### config.mk
export PLATFORM = sky130hd
export DESIGN_NAME = ext_irq_ctrl
export DESIGN_NICKNAME = d
export VERILOG_FILES = /design/src/rtl/ext_irq_ctrl.sv
export SDC_FILE = /design/constraint.sdc
export NUM_CORES = 1
export LEC_CHECK = 0
export ABC_AREA = 1
export BUFFER_PORTS_ARGS = -buffer_cell sky130_fd_sc_hd__buf_2
export CAP_MARGIN = 20
export CORE_MARGIN = 2
export CORE_UTILIZATION = 35
export DETAILED_ROUTE_END_ITERATION = 10
export PLACE_DENSITY = 0.67
export SETUP_SLACK_MARGIN = 0.3
export SYNTH_ARGS = -nofsm -noshare
export SYNTH_HDL_FRONTEND = slang
export SYNTH_SLANG_ARGS = --single-unit
### constraint.sdc
create_clock -name clk -period 13.1 [get_ports clk]
set_input_delay 3.93 -clock clk [delete_from_list [all_inputs] [get_ports clk]]
set_output_delay 3.93 -clock clk [all_outputs]
set_load 0.01 [all_outputs]
### src/rtl/ext_irq_ctrl.sv
module ext_irq_ctrl #(
  parameter int NSRC   = 4,
  parameter int PRIO_W = 3,
  parameter int ADDR_W = 22,
  parameter int DATA_W = 32
) (
  input  logic              clk,
  input  logic              rst_n,
  input  logic [ADDR_W-1:0] addr,
  input  logic              wr_en,
  input  logic              rd_en,
  input  logic [DATA_W-1:0] wdata,
  output logic [DATA_W-1:0] rdata,
  input  logic [NSRC-1:0]   irq_in,
  output logic              ext_irq
);
  localparam int IDW = $clog2(NSRC + 1);
  localparam logic [ADDR_W-1:0] PEND_OFF = ADDR_W'(32'h1000);
  localparam logic [ADDR_W-1:0] EN_OFF   = ADDR_W'(32'h2000);
  localparam logic [ADDR_W-1:0] THR_OFF  = ADDR_W'(32'h200000);
  localparam logic [ADDR_W-1:0] CLM_OFF  = ADDR_W'(32'h200004);
  localparam logic [ADDR_W-1:0] PRIO_END = ADDR_W'(4 * (NSRC + 1));

  logic [PRIO_W-1:0] prio [1:NSRC];
  logic [PRIO_W-1:0] thresh;
  logic [NSRC:1]     pend, en, insvc, qual;
  logic [IDW-1:0]    win_id;
  logic [PRIO_W-1:0] win_p;

  wire sel_prio = (addr < PRIO_END) && (addr[1:0] == 2'b00);
  wire [ADDR_W-3:0] pidx = addr[ADDR_W-1:2];
  wire claim_rd = rd_en && (addr == CLM_OFF);
  wire done_wr  = wr_en && (addr == CLM_OFF);

  always_comb begin
    win_id = '0;
    win_p  = '0;
    for (int i = 1; i <= NSRC; i++) begin
      qual[i] = pend[i] & en[i] & (prio[i] > thresh);
      if (qual[i] && prio[i] > win_p) begin
        win_id = IDW'(i);
        win_p  = prio[i];
      end
    end
  end

  assign ext_irq = |qual;

  always_comb begin
    rdata = '0;
    if (rd_en) begin
      if (sel_prio) begin
        for (int i = 1; i <= NSRC; i++)
          if (pidx == (ADDR_W-2)'(i)) rdata = DATA_W'(prio[i]);
      end else if (addr == PEND_OFF) rdata = DATA_W'({pend, 1'b0});
      else if (addr == EN_OFF)       rdata = DATA_W'({en, 1'b0});
      else if (addr == THR_OFF)      rdata = DATA_W'(thresh);
      else if (addr == CLM_OFF)      rdata = DATA_W'(win_id);
    end
  end

  always_ff @(posedge clk) begin
    if (!rst_n) begin
      for (int i = 1; i <= NSRC; i++) prio[i] <= '0;
      thresh <= '0;
      en     <= '0;
      pend   <= '0;
      insvc  <= '0;
    end else begin
      if (wr_en && addr == THR_OFF) thresh <= wdata[PRIO_W-1:0];
      if (wr_en && addr == EN_OFF)  en <= wdata[NSRC:1];
      for (int i = 1; i <= NSRC; i++) begin
        if (wr_en && sel_prio && pidx == (ADDR_W-2)'(i)) prio[i] <= wdata[PRIO_W-1:0];
        if (claim_rd && win_id == IDW'(i)) begin
          pend[i]  <= 1'b0;
          insvc[i] <= 1'b1;
        end else begin
          pend[i] <= pend[i] | (irq_in[i-1] & ~insvc[i]);
          if (done_wr && wdata == DATA_W'(i)) insvc[i] <= 1'b0;
        end
      end
    end
  end

  assert_claim_idle_zero_R7: assert property (@(posedge clk) disable iff (!rst_n)
    (claim_rd && !ext_irq) |-> rdata == '0);
  assert_svc_not_pending_R8: assert property (@(posedge clk) disable iff (!rst_n)
    (pend & insvc) == '0);
  assert_irq_source_R6: assert property (@(posedge clk) disable iff (!rst_n)
    ext_irq |-> (pend & en) != '0);
  assert_thresh_write_R5: assert property (@(posedge clk) disable iff (!rst_n)
    (wr_en && addr == THR_OFF) |=> thresh == $past(wdata[PRIO_W-1:0]));
  assert_bad_done_R10: assert property (@(posedge clk) disable iff (!rst_n)
    (done_wr && !rd_en && (wdata == '0 || wdata > DATA_W'(NSRC))) |=> $stable(insvc));
  for (genvar g = 1; g <= NSRC; g++) begin : g_chk
    assert_claim_marks_R8: assert property (@(posedge clk) disable iff (!rst_n)
      (claim_rd && rdata == DATA_W'(g)) |=> (insvc[g] && !pend[g]));
  end
endmodule

# Word-level counts from Yosys, hierarchy flattened
# Memory sizes are Yosys's and may differ from the RTL's.
# Cells that the tools add are included.
# W data, S select, Z words.
# totals
elab_cells	135
inputBits	62
ram_bits	12
out_inout_bits	33
register_bits	15
mem_count	1
# classes
n_mux	42
bitwise_logic	25
eq_ne	16
n_reduce_logical	32
magnitude_cmp	9
# memory_table
memory	depth	width	read_ports	rd_clocked_by_memory_dff	wr	line	text
prio	4	3	4	0	4	24	logic [PRIO_W-1:0] prio [1:NSRC];
# op_table
cell	n
$mux W32	5
$eq A32 B2 Y1 const B	2
$eq A22 B22 Y1 const B	2
$eq A20 B2 Y1 const B	2
$mux W3	13
$eq A32 B1 Y1 const B	1
$eq A32 B3 Y1 const B	1
$eq A22 B13 Y1 const B	1
$eq A22 B14 Y1 const B	1
$logic_and A1 B1 Y1	22
$lt A22 B5 Y1 const B	1
$mux W1	22
$gt A3 B3 Y1	7
$eq A20 B1 Y1 const B	1
$eq A20 B3 Y1 const B	1
$and A1 B1 Y1	12
$mux W5	2
$or A1 B1 Y1	8
$reduce_bool A2 Y1	4
$reduce_or A2 Y1	4
$eq A3 B2 Y1 const B	2
$not A1 Y1	5
$reduce_or A4 Y1	1
$eq A3 B1 Y1 const B	1
3 further kinds	3

# Logic depth before layout (Yosys ltp)
# An unclocked memory read counts as a cell.
# logic_depth
depth_word	20
depth_mapped	32
mapped_depth_nobuf	32

# Least setup slack after synthesis
# OpenSTA, ideal clock, no wires.
# synth_path
kind	in2out
start	input addr[15]
end	output rdata[0]
t_arrival_ns	5.018
path_buffers	0
t_required_ns	9.170
stages	10
slack_ns	4.152
cell_sequence	nor2_2 > nand2_1 > nor2_1 > nand2_1 > nor2_4 > and2_1 > nand2_1 > nand3_1 > nand2_1 > nor2_1
# synth_between
elab_chain_cells	7
word_cells_on_any_way	20
cone_classes	1 x order compare; 8 x eq/ne; 10 x mux; 1 x reduce/logical
# synth_rtl
item	line	text
start: declaration	9	input logic [ADDR_W-1:0] addr,
branches (longest 5 deep; another with $lt A22 B5 Y1)	--	
$mux W32 (*)	52	if (sel_prio) begin
$mux W32 (*)	51	if (rd_en) begin
end: declaration	13	output logic [DATA_W-1:0] rdata,
# Every way passes the cells marked *.

# Worst setup path in the final report
# layout_path
start	input addr[4]
end	output rdata[0]
# The elaborated chain is that of the path after synthesis.

==> flow_summary.json <==
{
  "status": "finished, final reports clean",
  "layout_common_cells": "nand2_1 (78), inv_1 (77), nor2_1 (73), buf_2 (67), nand3_1 (37)",
  "drive_gt1_frac": 0.179,
  "fill_cells": 832,
  "multi_input_area_sq_um": 1650,
  "die_width_um": 92.2,
  "worstPathMaxFanout": 5,
  "grt_max_degree": 17,
  "start_util": 0.356,
  "max_slew_margin": 0.670,
  "cts_buffers": 3,
  "synth_area_per_cell_sq_um": 6.33,
  "path_common_cell": "nand2_1",
  "grt_pass1_wl_mm": 11.8,
  "antenna_found_initial": 0,
  "first_global_vias": 2692,
  "post-route-util": 0.408,
  "finalSetupViolCount": 0,
  "synth_area_sq_um": 2720,
  "layout_commonest_cell": "nand2_1",
  "vias": 2860,
  "ys_types": 28,
  "drtIter0Drc": 167,
  "tightest_slew_ns": 0.489,
  "cts_root_buf": "clkbuf_8",
  "critical-path-top-delay-family": "simple AND/OR/NAND/NOR gates",
  "fin_crit_sh": 0.714,
  "worstHoldPathType": "reg2reg",
  "routed_via_density": 4.77,
  "worstSetupStartpointType": "primary input",
  "ff_latch_area_sq_um": 661,
  "grt_setup_unrepaired": "false",
  "clkLatencyLatePin_ns": 0.27,
  "overflow": 0,
  "fin_cells": 600,
  "htreeDepth": 1,
  "maxCapViolCount": 0,
  "cts_resized": 0,
  "setup-tns-final_ns": 0,
  "finalWirelength_mm": 6.95,
  "dr.pass1.iters": 5,
  "hold_violations": 0,
  "slowest_stage": "nor2_4",
  "clock_path_buffers": 2,
  "globalRouteTotalUtil": 0.171,
  "dp_hpwl_mm": 5.86,
  "io_pins": 95,
  "coreArea_sq_um": 7650,
  "power.leakage_uw": 0.00166,
  "portBuffers": 67,
  "maxSlewViolCount": 0,
  "die_area_sq_um": 8500,
  "final_nets": 582,
  "ys_seq_elements": 27,
  "power.density_nw_per_um2": 56.8,
  "ant_nets": 0,
  "wl_per_cell_um": 11.6,
  "post_cts_buffers": 0,
  "cts_tree": "done",
  "fmax_mhz": 107,
  "ys_warn_count": 0,
  "postSynthCellCount": 430,
  "clock_sinks": 27,
  "worstPathArrival_ns": 5.42,
  "placed_cells": 596,
  "diodes": 0,
  "die_h_um": 92.2,
  "syn_to_final_growth_pct": 14.4,
  "worstPathCellList": "buf_2, nor2_1, nand2_1, inv_1, nand3_1, nor2_4, and2_1, nand2_1, nand3_1, nand2_1, nor2_1, buf_2",
  "rows": 32,
  "post-route-min-period_ns": 9.35,
  "drc": 0,
  "slowest_delay_ns": 0.20,
  "yosysSeqAreaShare": 0.243,
  "fin_skew_ns": 0.00297,
  "clk_pin_slew_ns": 0.09,
  "place_congestion": 1.03,
  "hold_buffers": 0,
  "peakVddDrop_mv": 0.0612,
  "critPathBufInv": 3,
  "crit_type": "in2out",
  "cp-end-kind": "output pin",
  "crit_required_ns": 9.17
}
-- power by group --
| part | leakage [uW] | total, uW | internal, uW | switching, uW |
|---|---|---|---|---|
| logic | 0.00140 | 35.6 | 13.7 | 21.9 |
| registers | 0.000236 | 93.4 | 90.5 | 2.87 |
| clock network | 0.0000228 | 47.9 | 21.8 | 26.1 |
| total | 0.00166 | 177 | 126 | 50.9 |
-- kinds of logic (layout without fill, tap and decap cells) --
logic type / Yosys count / in the layout / synth area share
simple gates: 227 / 227 / 0.381
buf+inv: 108 / 150 / 0.187
compound gates: 46 / 46 / 0.0914
other cells: 1 / 27 / 0.00138
flops: 27 / 27 / 0.243
fa+ha+maj: 21 / 21 / 0.0965
-- per-layer routing --
metal	track usage	routed length, um
met1	0.204	2890
met2	0.308	3350
met3	0.0214	499
met4	0.0697	217
met5	0	0
-- synthesized netlist by cell type --
| library cell | count | area share |
|---|---|---|
| buf_4 | 27 | 0.074 |
| nor2_2 | 9 | 0.021 |
| a21oi_1 | 14 | 0.026 |
| a21boi_0 | 2 | 0.0055 |
| nand4_1 | 16 | 0.037 |
| nor2_4 | 4 | 0.017 |
| and2_4 | 2 | 0.0064 |
| conb_1 | 1 | 0.0014 |
| a31oi_1 | 1 | 0.0023 |
| clkinv_1 | 1 | 0.0014 |
| o21ai_0 | 24 | 0.044 |
| a211oi_1 | 4 | 0.011 |
| nor3_1 | 2 | 0.0037 |
| buf_2 | 2 | 0.0037 |
| nand4_4 | 1 | 0.0078 |
| nand3_1 | 37 | 0.068 |
| inv_2 | 1 | 0.0014 |
| nor2_1 | 73 | 0.10 |
| o211ai_1 | 1 | 0.0028 |
| inv_1 | 77 | 0.11 |
| nand2_2 | 1 | 0.0023 |
| edfxtp_1 | 12 | 0.13 |
| dfxtp_1 | 15 | 0.11 |
| ha_1 | 21 | 0.096 |
| nand2_1 | 78 | 0.11 |
| and2_1 | 1 | 0.0023 |
| nand2_4 | 1 | 0.0041 |
| and3_1 | 2 | 0.0046 |
-- metrics by stage --
stage / hold WS (ns) / instance area [sq um] / worst slack, ns / total power [uW]
5_1_grt: 0.484 / 3120 / 3.24 / 187
3_5_place_dp: 0.456 / 3070 / 3.75 / 131
4_1_cts: 0.471 / 3120 / 3.74 / 177
6_report: 0.469 / 3120 / 3.75 / 177
3_3_place_gp: 0.459 / 3070 / 3.77 / 129
2_1_floorplan: 0.441 / 2820 / 4.15 / 121
-- worst register-to-register path: cells and delay by family, from the launching register on --
family          cells  cell delay, ns
simple gates       18            2.16
fa+ha+maj           4            1.26
compound gates      5            0.70
buf+inv             2            0.34
flops               1            0.32
-- layout make-up --
class                           instances  area share
Multi-Input combinational cell        321       0.530
Sequential cell                        27       0.212
Timing Repair Buffer                   67       0.108
Inverter                               79      0.0951
Tap cell                              102      0.0409
Clock buffer                            4      0.0145
-- registers in the layout, indices dropped and copies added, names as in the netlist --
name    count
pend        4
en          4
prio       12
thresh      3
insvc       4
-- path summary, 6_finish.rpt --
kind / startpoint / endpoint / slack [ns] / cells past startpoint
setup / recovery: addr[4] / rdata[0] / 3.75 / 12
hold / removal: insvc[2] / insvc[2] / 0.47 / 2
setup reg to reg: thresh[2] / insvc[3] / 8.20 / 29
hold reg to reg: insvc[2] / insvc[2] / 0.47 / 2
Note: power is estimated with default switching activity, not from simulation.
